$ cat config.mk
export PLATFORM = sky130hd
export DESIGN_NAME = fp_class_probe
export DESIGN_NICKNAME = d
export VERILOG_FILES = /design/src/rtl/fpcls_pkg.sv /design/src/rtl/fpcls_decode.sv /design/src/rtl/fpcls_fmtsel.sv /design/src/rtl/fpcls_pack.sv /design/src/rtl/fp_class_probe.sv
export SDC_FILE = /design/constraint.sdc
export NUM_CORES = 1
export LEC_CHECK = 0
export BUFFER_PORTS_ARGS = -buffer_cell sky130_fd_sc_hd__buf_2
export CORE_MARGIN = 10
export CORE_UTILIZATION = 30
export DETAILED_ROUTE_END_ITERATION = 16
export GPL_ROUTABILITY_DRIVEN = 1
export PLACE_DENSITY = 0.85
export SYNTH_ARGS = -nofsm -noshare
export SYNTH_HDL_FRONTEND = slang
export SYNTH_SLANG_ARGS = --single-unit
$ cat constraint.sdc
create_clock -name clk -period 2.75 [get_ports clk]
set_clock_uncertainty 0.2 [all_clocks]
set_input_delay 0.4125 -clock clk [delete_from_list [all_inputs] [get_ports clk]]
set_output_delay 0.4125 -clock clk [all_outputs]
set_load 0.01 [all_outputs]
$ cat src/rtl/fpcls_pkg.sv
package fpcls_pkg;

    localparam int OP_W    = 64;
    localparam int COND_W  = 4;
    localparam int SEL_W   = 8;
    localparam int N_FMT   = 3;

    typedef enum logic [1:0] {
        FMT_DBL  = 2'd0,
        FMT_SGL  = 2'd1,
        FMT_HALF = 2'd2
    } fmt_e;

    typedef struct packed {
        logic neg;
        logic nan;
        logic inf;
        logic den;
        logic zer;
    } fcls_t;

    typedef struct packed {
        logic              valid;
        logic [COND_W-1:0] cond;
    } res_t;

    function automatic int exp_width(input int idx);
        case (idx)
            0:       return 11;
            1:       return 8;
            default: return 5;
        endcase
    endfunction

    function automatic int frac_width(input int idx);
        case (idx)
            0:       return 52;
            1:       return 23;
            default: return 10;
        endcase
    endfunction

endpackage

$ cat src/rtl/fpcls_decode.sv
module fpcls_decode
    import fpcls_pkg::*;
#(
    parameter int EXP_W  = 11,
    parameter int FRAC_W = 52
) (
    input  logic [EXP_W+FRAC_W:0] word,
    output fcls_t                 cls
);
    localparam int SIGN_POS = EXP_W + FRAC_W;

    logic [EXP_W-1:0]  exp_f;
    logic [FRAC_W-1:0] frac_f;
    logic exp_ones, exp_zero, frac_zero;

    always_comb begin
        exp_f     = word[SIGN_POS-1:FRAC_W];
        frac_f    = word[FRAC_W-1:0];
        exp_ones  = &exp_f;
        exp_zero  = ~|exp_f;
        frac_zero = ~|frac_f;
        cls.neg   = word[SIGN_POS];
        cls.nan   = exp_ones & ~frac_zero;
        cls.inf   = exp_ones &  frac_zero;
        cls.den   = exp_zero & ~frac_zero;
        cls.zer   = exp_zero &  frac_zero;
    end

    always_comb begin
        AST_ONE_CLASS: assert ($onehot0({cls.nan, cls.inf, cls.den, cls.zer}));
    end

endmodule

$ cat src/rtl/fpcls_fmtsel.sv
module fpcls_fmtsel
    import fpcls_pkg::*;
(
    input  logic [OP_W-1:0] operand,
    input  fmt_e            fmt,
    output fcls_t           cls
);
    fcls_t per_fmt [N_FMT];

    for (genvar g = 0; g < N_FMT; g++) begin : g_fmt
        localparam int EW = exp_width(g);
        localparam int FW = frac_width(g);
        fpcls_decode #(
            .EXP_W  (EW),
            .FRAC_W (FW)
        ) u_dec (
            .word (operand[EW+FW:0]),
            .cls  (per_fmt[g])
        );
    end

    always_comb begin
        case (fmt)
            FMT_DBL:  cls = per_fmt[0];
            FMT_SGL:  cls = per_fmt[1];
            default:  cls = per_fmt[2];
        endcase
    end

endmodule

$ cat src/rtl/fpcls_pack.sv
module fpcls_pack
    import fpcls_pkg::*;
(
    input  fcls_t             cls,
    input  logic [SEL_W-1:0]  sel_byte,
    output logic [COND_W-1:0] cond
);
    logic [SEL_W-1:0] sel;

    for (genvar k = 0; k < SEL_W; k++) begin : g_sel
        assign sel[k] = sel_byte[SEL_W-1-k];
    end

    always_comb begin
        cond[3] = cls.nan & (cls.neg ? sel[1] : sel[0]);
        cond[2] = cls.inf & (cls.neg ? sel[3] : sel[2]);
        cond[1] = cls.den & (cls.neg ? sel[7] : sel[6]);
        cond[0] = cls.zer & (cls.neg ? sel[5] : sel[4]);
    end

    always_comb begin
        AST_ZERO_SEL_QUIET: assert (sel_byte != '0 || cond == '0);
        AST_COND_SINGLE:    assert ($onehot0(cond));
    end

endmodule

$ cat src/rtl/fp_class_probe.sv
module fp_class_probe
    import fpcls_pkg::*;
#(
    parameter bit REG_OUT = 1'b1
) (
    input  logic              clk,
    input  logic              rst_n,
    input  logic              in_valid,
    input  logic [OP_W-1:0]   operand,
    input  logic              prec_dbl,
    input  logic              narrow,
    input  logic [6:0]        sel_imm,
    input  logic              sel_ext,
    output logic              out_valid,
    output logic [COND_W-1:0] cond
);
    fmt_e              fmt;
    fcls_t             cls;
    logic [SEL_W-1:0]  sel_byte;
    logic [COND_W-1:0] cond_now;
    res_t              res_d, res_q;

    always_comb begin
        if (prec_dbl)    fmt = FMT_DBL;
        else if (narrow) fmt = FMT_HALF;
        else             fmt = FMT_SGL;
        sel_byte = {sel_imm, sel_ext};
    end

    fpcls_fmtsel u_fmtsel (
        .operand (operand),
        .fmt     (fmt),
        .cls     (cls)
    );

    fpcls_pack u_pack (
        .cls      (cls),
        .sel_byte (sel_byte),
        .cond     (cond_now)
    );

    always_comb begin
        res_d       = res_q;
        res_d.valid = in_valid;
        if (in_valid) res_d.cond = cond_now;
    end

    if (REG_OUT) begin : g_reg
        always_ff @(posedge clk) begin
            if (!rst_n) res_q <= '0;
            else        res_q <= res_d;
        end

        AST_VALID_LAT: assert property (@(posedge clk) disable iff (!rst_n)
            out_valid == $past(in_valid));
        AST_HOLD_IDLE: assert property (@(posedge clk) disable iff (!rst_n)
            !in_valid |=> $stable(cond));
        AST_ZERO_MASK: assert property (@(posedge clk) disable iff (!rst_n)
            (in_valid && sel_imm == '0 && !sel_ext) |=> cond == '0);
        AST_NORMAL_SILENT: assert property (@(posedge clk) disable iff (!rst_n)
            (in_valid && !cls.nan && !cls.inf && !cls.den && !cls.zer)
            |=> cond == '0);
    end else begin : g_comb
        always_comb begin
            res_q.valid = in_valid;
            res_q.cond  = cond_now;
        end
    end

    assign out_valid = res_q.valid;
    assign cond      = res_q.cond;

endmodule

==> summary.md, run 1 <==
| Metric | Value |
|---|---|
| Post-route ant nets | 0 |
| Hold_sp | cond[1] |
| Sw frac | 0.287 |
| Worst vdd ir | 0.155 mV |
| R2R Path Start | cond[3] |
| Aggregate global routing overflow | 0 |
| Nets | 239 |
| Main combinational cell family by area after synthesis | simple AND/OR/NAND/NOR gates |
| TritonCTS buffer count | 3 |
| Sequential fraction of the synthesis area | 0.172 |
| Post_cts resized | 0 |
| Die Ht | 64.0 µm |
| Core ar. | 1780 µm² |
| Mux contribution to synthesized area | 0.0860 |
| Port Buffers | 81 |
| Reg2reg path depth | 2 |
| Final WL | 3180 µm |
| Sequential share of power | 0.294 |
| Post-Synth Adder-Cell Area | 0 |
| Worst setup path class | primary input to flip-flop |
| DP Area | 1010 µm² |
| Antenna diodes | 0 |
| Startpoint Class | primary input |
| DRC viols | 0 |
| Synth Instances | 77 |
| Data required, critical path | 2.69 ns |
| Min-Delay Path Class | flip-flop to flip-flop |
| Seq cells post-synth | 5 |
| Final Cycle Share | 0.881 |
| Initial antenna violation count | 0 |
| Yosys Warn Count | 0 |
| Rel. slew slack | 0.631 |
| Initial Util | 0.326 |
| Worst slew pin tran | 0.554 ns |
| Leakage | 0.530 nW |
| Critical path startpoint | operand[10] |
| DR vias | 1011 |
| Die Width | 64.0 µm |
| Synth cell types | 25 |
| Wire per inst | 17.1 µm |
| Final Hold Fails | 0 |
| Simple-Gate Fraction of Synth Area | 0.490 |
| Slew Limit Fails | 0 |
| P_sw | 0.0748 mW |
| Clock transition at path regs | 0.04 ns |
| Number of global-route vias before repair | 1077 |
| Post-route insts no fill | 186 |
| CTS max path bufs | 2 |
| Final Critical Period | 2.42 ns |
| # setup viols final | 0 |
| Hpwl dp | 2880 µm |
| Layout area overhead | 78.9% |
| Htree depth | 1 |
| I/O pin total | 82 |
| CP endpoint kind | flip-flop |
| Hold path cells | 2 |
| Total setup buffers inserted after CTS | 0 |
| First-pass GRT wire length | 5040 µm |
| Post-synthesis area per instance | 7.56 µm² |
| Post-CTS Hold Buffers | 0 |
| Placed cell count | 182 |
| Gpl congestion | 0.912 |
| Fmax achieved | 413 MHz |
| Clk_lat worst skew | 0.24 ns |
| Rows | 15 |
| RSZ-0062 raised after global routing | false |
| Clock root buffer | clkbuf_4 |
| P_int | 0.186 mW |
| Comb pwr share | 0.379 |
| PwrDens | 250 nW/µm² |
| Largest net degree at the start of global routing | 10 |
| Syn_nets | 154 |
| Fraction of the mapped netlist area in compound gates | 0.232 |
| CTS Sinks | 5 |
| Vias/cell | 5.44 |
| GR Util All Layers | 0.147 |
| Drt first-iter violations | 78 |
| Synthesized area | 582 µm² |
| Layout cells sized above 1 | 0.559 |
| TritonCTS clock tree | yes |
| WP data arrival | 2.36 ns |
| Clock share of power | 0.327 |
| Outcome | finished, final reports clean |
| 1st-pass router iterations | 5 |
| Synth Area in XOR/XNOR | 0 |
| Die ar. | 4100 µm² |
| Max Fanout on Critical Path | 4 |
| Finished Cell Area | 1040 µm² |
| Number of max-cap violations | 0 |
| Final setup TNS | 0 ns |
[cells in the final DEF (no fill, tap or decap)]
cell | synthesis | routed
clkbuf_4 | 0 | 3
nor2b_1 | 1 | 1
a21oi_1 | 3 | 3
nor4_1 | 11 | 11
o311a_1 | 2 | 2
nor4_4 | 1 | 1
or4_1 | 2 | 2
nor2_1 | 6 | 6
buf_2 | 0 | 81
and3_1 | 1 | 1
nand2_1 | 8 | 8
or4_4 | 2 | 2
nor3_1 | 5 | 5
o21a_1 | 1 | 1
a41oi_1 | 1 | 1
o41a_1 | 1 | 1
o21ai_0 | 1 | 1
nand3_1 | 6 | 6
o41ai_1 | 2 | 2
clkbuf_1 | 1 | 1
nand4_1 | 6 | 6
inv_1 | 2 | 2
a31o_2 | 1 | 1
mux2i_1 | 5 | 5
dfxtp_1 | 5 | 5
o41ai_2 | 2 | 2
o311ai_0 | 1 | 1
[kinds of logic after synthesis]
family                 Yosys count
multiplexers                     5
AND/OR/NAND/NOR                 49
buffers and inverters            3
flip-flops                       5
AO/OA/AOI/OAI                   15
[flip-flops by register name, indices dropped and copies added (netlist names)]
| name | flops |
|---|---|
| out_valid | 1 |
| cond | 4 |
[cell usage after synthesis]
library cell | instances | area [µm²]
clkbuf_1 | 1 | 3.75
nor4_4 | 1 | 21.3
nor2_1 | 6 | 22.5
nand4_1 | 6 | 37.5
a31o_2 | 1 | 8.76
a21oi_1 | 3 | 15.0
o21a_1 | 1 | 7.51
nor4_1 | 11 | 68.8
o311a_1 | 2 | 20.0
or4_1 | 2 | 15.0
dfxtp_1 | 5 | 100
nand2_1 | 8 | 30.0
nor3_1 | 5 | 25.0
or4_4 | 2 | 22.5
a41oi_1 | 1 | 8.76
o41ai_2 | 2 | 32.5
nor2b_1 | 1 | 6.26
inv_1 | 2 | 7.51
and3_1 | 1 | 6.26
nand3_1 | 6 | 30.0
mux2i_1 | 5 | 50.1
o41ai_1 | 2 | 17.5
o41a_1 | 1 | 11.3
o311ai_0 | 1 | 8.76
o21ai_0 | 1 | 5.00
[path summary, 6_finish.rpt]
kind	slack, ns	to
worst min-delay path	0.26	cond[1]
worst min register to register	0.26	cond[1]
worst max-delay path	0.33	cond[0]
worst max register to register	1.97	cond[3]
[worst max-delay path, cell delays in order]
cell and delay (ns):
buf_2 0.11, or4_4 0.52, or4_4 0.57, nor4_4 0.34, a41oi_1 0.18, o41ai_2 0.23
[cell type report]
type | count | area, µm²
clock buffer | 4 | 26.3
fill | 167 | 742
inverter | 2 | 7.51
multi-input combinational | 69 | 470
sequential | 5 | 100
tap | 25 | 31.3
timing repair buffer | 81 | 405
[layer usage]
metal	wire (µm)	global-route usage	vias up
met5	0	0	-
met4	23	0.0410	0
met3	390	0.0610	4
met2	1470	0.248	64
met1	1300	0.165	448
li1	-	-	495
[power by group through the flow]
stage	registers (mW)	clock network, mW	logic, mW
after floorplan	0.0789	0	0.0307
after global placement	0.0776	0	0.0962
after detailed placement	0.0776	0	0.0988
after CTS	0.0764	0.0907	0.0992
after global routing	0.0766	0.0946	0.110
final	0.0765	0.0851	0.0988
[stage by stage]
step / hold WS (ns) / util / setup WS, ns / power (mW)
5_1_grt: 0.275 / 0.584 / 0.226 / 0.281
2_1_floorplan: 0.275 / - / 0.318 / 0.110
4_1_cts: 0.268 / 0.584 / 0.328 / 0.266
3_3_place_gp: 0.238 / 0.569 / 0.153 / 0.174
3_5_place_dp: 0.247 / 0.569 / 0.0862 / 0.176
6_report: 0.263 / 0.584 / 0.327 / 0.260
Power figures use the tool's default switching activity.
==> run 2: changes to the inputs <==
--- a/config.mk
+++ b/config.mk
@@ -11,6 +11,7 @@
 export DETAILED_ROUTE_END_ITERATION = 16
 export GPL_ROUTABILITY_DRIVEN = 1
 export PLACE_DENSITY = 0.85
+export REMOVE_ABC_BUFFERS = 1
 export SYNTH_ARGS = -nofsm -noshare
 export SYNTH_HDL_FRONTEND = slang
 export SYNTH_SLANG_ARGS = --single-unit
==> run 2 against run 1 <==
- sequential share of layout area did not move
- via count fell by 4.4%
- utilization did not move
- sequential power barely moved
- non-clock buffer count did not move
- critical path depth did not move
- first-iteration DRC count fell by 58%
- highest routed layer unchanged
==> summary.md, run 2 (same netlist as run 1, synthesis figures left out) <==
| Metric | Value |
|---|---|
| DP Area | 1010 µm² |
| Total setup buffers inserted after CTS | 0 |
| GR Util All Layers | 0.133 |
| Final WL | 2910 µm |
| Gpl congestion | 0.786 |
| Initial Util | 0.326 |
| Wire per inst | 15.6 µm |
| Layout cells sized above 1 | 0.559 |
| Min-Delay Path Class | flip-flop to flip-flop |
| Final setup TNS | 0 ns |
| Worst setup path class | primary input to flip-flop |
| Drt first-iter violations | 33 |
| CP endpoint kind | flip-flop |
| Htree depth | 1 |
| TritonCTS buffer count | 3 |
| Most common cell after layout, fill and taps aside | buf_2 |
| Worst slew pin tran | 0.503 ns |
| Clk_lat worst skew | 0.24 ns |
| DR vias | 967 |
| Slew Limit Fails | 0 |
| RSZ-0062 raised after global routing | false |
| Setup slack after layout | 0.279 ns |
| Max Fanout on Critical Path | 4 |
| Nets | 239 |
| Final Cycle Share | 0.898 |
| Largest net degree at the start of global routing | 10 |
| Final core utilization | 0.584 |
| Hpwl dp | 2660 µm |
| Post-route insts no fill | 186 |
| Rel. slew slack | 0.665 |
| WP data arrival | 2.40 ns |
| Outcome | finished, final reports clean |
| Number of max-cap violations | 0 |
| I/O pin total | 82 |
| Vias/cell | 5.20 |
| Leakage | 0.530 nW |
| Rows | 15 |
| Port Buffers | 81 |
| Post-CTS Hold Buffers | 0 |
| Clock transition at path regs | 0.04 ns |
| Post-place setup slack | 0.0269 ns |
| CTS Sinks | 5 |
| Final Hold Fails | 0 |
| Worst vdd ir | 0.129 mV |
| Commonest cells after routing, fill and taps aside | 81 x buf_2, 11 x nor4_1, 8 x nand2_1 |
| Data required, critical path | 2.68 ns |
| Post-route ant nets | 0 |
| PwrDens | 249 nW/µm² |
| Die ar. | 4100 µm² |
| Initial antenna violation count | 0 |
| Finished Cell Area | 1040 µm² |
| Power Total | 0.259 mW |
| # setup viols final | 0 |
| CTS max path bufs | 2 |
| Antenna diodes | 0 |
| Number of global-route vias before repair | 1011 |
| Die Ht | 64.0 µm |
| Aggregate global routing overflow | 0 |
| Fmax achieved | 405 MHz |
| Max FFs per register | 4 |
| Die Width | 64.0 µm |
| Placed cell count | 182 |
| Hold path cells | 2 |
| Post_cts resized | 0 |
| Final Critical Period | 2.47 ns |
| Layout area overhead | 78.9% |
| First-pass GRT wire length | 4530 µm |
| DRC viols | 0 |
| Startpoint Class | primary input |
| TritonCTS clock tree | yes |
| Reg2reg path depth | 2 |
| Clock root buffer | clkbuf_4 |
| 1st-pass router iterations | 4 |
| Core ar. | 1780 µm² |
| Hold slack | 0.244 ns |
==> run 2: cell counts in the layout (fill, tap and decap cells not counted) <==
Identical to the previous run, type by type.
==> run 2: worst paths after layout <==
check / end / startpoint / slack (ns)
worst max-delay path: cond[0] / operand[10] / 0.28
worst min-delay path: cond[3] / cond[3] / 0.24
worst max register to register: cond[0] / cond[0] / 1.97
worst min register to register: cond[3] / cond[3] / 0.24
==> run 2: per-layer routing <==
layer | global-route usage | part of all wire | up-vias
li1 | - | - | 494
met2 | 0.244 | 0.52 | 46
met1 | 0.129 | 0.36 | 425
met5 | 0 | 0 | -
met3 | 0.0575 | 0.11 | 2
met4 | 0.0464 | 0.0034 | 0
==> run 2: final cells by class <==
type	instances	area, µm²
Fill cell	153	742
Multi-Input combinational cell	69	470
Timing Repair Buffer	81	405
Sequential cell	5	100
Tap cell	25	31.3
Clock buffer	4	26.3
Inverter	2	7.51
==> run 2: critical path, cell delays in order <==
cell,delay [ns]
buf_2,0.10
or4_4,0.52
or4_4,0.56
nor4_4,0.35
a41oi_1,0.18
o41ai_2,0.26
==> run 2: report_power, final <==
group / switching, mW / internal, mW / total [mW]
registers: 0.00123 / 0.0753 / 0.0766
clock network: 0.0301 / 0.0549 / 0.0849
logic: 0.0422 / 0.0554 / 0.0975
==> run 3: changes to the inputs <==
--- a/config.mk
+++ b/config.mk
@@ -6,11 +6,13 @@
 export NUM_CORES = 1
 export LEC_CHECK = 0
 export BUFFER_PORTS_ARGS = -buffer_cell sky130_fd_sc_hd__buf_2
+export CELL_PAD_IN_SITES_DETAIL_PLACEMENT = 1
+export CELL_PAD_IN_SITES_GLOBAL_PLACEMENT = 1
 export CORE_MARGIN = 10
-export CORE_UTILIZATION = 30
+export CORE_UTILIZATION = 17
 export DETAILED_ROUTE_END_ITERATION = 16
 export GPL_ROUTABILITY_DRIVEN = 1
-export PLACE_DENSITY = 0.85
+export PLACE_DENSITY = 0.82
 export REMOVE_ABC_BUFFERS = 1
 export SYNTH_ARGS = -nofsm -noshare
 export SYNTH_HDL_FRONTEND = slang
==> run 3 against run 2 <==
- utilization fell by 26 points
- maximum frequency rose by 3.3%
- wire length rose by 12%
- power rose by 3.8%
- clock power rose by 9.8%
- hold slack improved by 0.0042 ns
- critical path depth did not move
- register-to-register slack improved by 0.03 ns
- via count rose by 2.3%
- first-iteration DRC count fell by 42%
- die area rose by 50%
- largest cell class unchanged
==> summary.md, run 3 (same netlist as run 1, synthesis figures left out) <==
| Metric | Value |
|---|---|
| 1st-pass router iterations | 3 |
| Aggregate global routing overflow | 0 |
| Largest net degree at the start of global routing | 10 |
| Post-route insts no fill | 207 |
| Crit path max-delay cell type | or4_4 |
| Post-route ant nets | 0 |
| Die Width | 78.5 µm |
| Clk_lat worst skew | 0.26 ns |
| TritonCTS buffer count | 3 |
| Layout area overhead | 83.4% |
| Leakage | 0.530 nW |
| Final setup TNS | 0 ns |
| Hpwl dp | 3020 µm |
| DRC viols | 0 |
| Worst path bufs/invs | 1 |
| Post_cts resized | 0 |
| Worst vdd ir | 0.188 mV |
| Final Critical Period | 2.39 ns |
| Drt first-iter violations | 19 |
| Startpoint Class | primary input |
| Number of max-cap violations | 0 |
| Placed cell count | 203 |
| Final Cycle Share | 0.869 |
| Slew Limit Fails | 0 |
| GR Util All Layers | 0.103 |
| R2R setup slack | 2.00 ns |
| Hold_sp | cond[1] |
| Nets | 239 |
| First-pass GRT wire length | 5140 µm |
| Final WL | 3260 µm |
| Largest stage delay, worst path | 0.56 ns |
| Die Ht | 78.5 µm |
| Top delay family on crit path | simple AND/OR/NAND/NOR gates |
| TritonCTS clock tree | yes |
| Min-Delay Path Class | flip-flop to flip-flop |
| Htree depth | 1 |
| DR vias | 989 |
| Total setup buffers inserted after CTS | 0 |
| Initial antenna violation count | 0 |
| Initial Util | 0.176 |
| Post-CTS Hold Buffers | 0 |
| Data required, critical path | 2.72 ns |
| Gpl congestion | 0.789 |
| RSZ-0062 raised after global routing | false |
| CTS Sinks | 5 |
| Rows | 21 |
| Rel. slew slack | 0.653 |
| Port Buffers | 81 |
| # fillers | 459 |
| I/O pin total | 82 |
| R2R Path Start | cond[0] |
| Layout cells sized above 1 | 0.559 |
| Outcome | finished, final reports clean |
| Clock transition at path regs | 0.05 ns |
| Most common cell after layout, fill and taps aside | buf_2 |
| Commonest cells after routing, fill and taps aside | 81 x buf_2, 11 x nor4_1, 8 x nand2_1 |
| Critical path startpoint | operand[10] |
| # setup viols final | 0 |
| Core ar. | 3310 µm² |
| Final Hold Fails | 0 |
| Number of global-route vias before repair | 1075 |
| Most Frequent Cell on Critical Path | or4_4 |
| CTS max path bufs | 2 |
| Worst slew pin tran | 0.520 ns |
| Die ar. | 6160 µm² |
| Max Fanout on Critical Path | 4 |
| Hold slack | 0.249 ns |
| Clock root buffer | clkbuf_4 |
| CP Cell Sequence | buf_2 -> or4_4 -> or4_4 -> nor4_4 -> a41oi_1 -> o41ai_2 |
| PwrDens | 252 nW/µm² |
| Wire per inst | 15.8 µm |
| Worst setup path class | primary input to flip-flop |
| Max FFs per register | 4 |
| CP endpoint kind | flip-flop |
| Fmax achieved | 418 MHz |
| Antenna diodes | 0 |
| Vias/cell | 4.78 |
| WP data arrival | 2.36 ns |
-- run 3: cell counts in the layout (fill, tap and decap cells not counted) --
Identical to the previous run, type by type.
-- run 3: tightest hold or removal path: stages (launching register included) --
cell,delay [ns]
dfxtp_1,0.32
nand2_1,0.05
o41ai_1,0.05
-- run 3: where the power goes --
group          total [mW]  leakage [nW]  internal [mW]  switching, mW
logic              0.0993         0.474         0.0554         0.0438
clock network      0.0932        0.0150         0.0554         0.0378
registers          0.0763        0.0408         0.0752        0.00109
-- run 3: stage by stage --
stage,worst slack (ns),power (mW),utilization,area [µm²]
floorplan,0.318,0.108,-,578
global placement,0.130,0.176,0.314,1040
detailed placement,0.0780,0.178,0.314,1040
finish,0.359,0.269,0.322,1070
CTS,0.338,0.271,0.322,1070
global route,0.267,0.289,0.322,1070
-- run 3: final timing paths --
path              cells past startpoint  endpoint
setup reg to reg                      2   cond[0]
hold / removal                        2   cond[1]
hold reg to reg                       2   cond[1]
setup / recovery                      6   cond[0]
-- run 3: metal layers --
layer  share of wire  vias up  GRT usage
li1                -      492          -
met1            0.40      446      0.112
met2            0.48       49      0.174
met3            0.11        2     0.0649
met4          0.0015        0    0.00538
met5               0        -          0
-- run 3: final cells by class --
class                           count  area [µm²]  area share
Clock buffer                        4        26.3      0.0246
Inverter                            2        7.51     0.00703
Multi-Input combinational cell     69         470       0.441
Tap cell                           46        57.6      0.0539
Timing Repair Buffer               81         405       0.380
Sequential cell                     5         100      0.0938
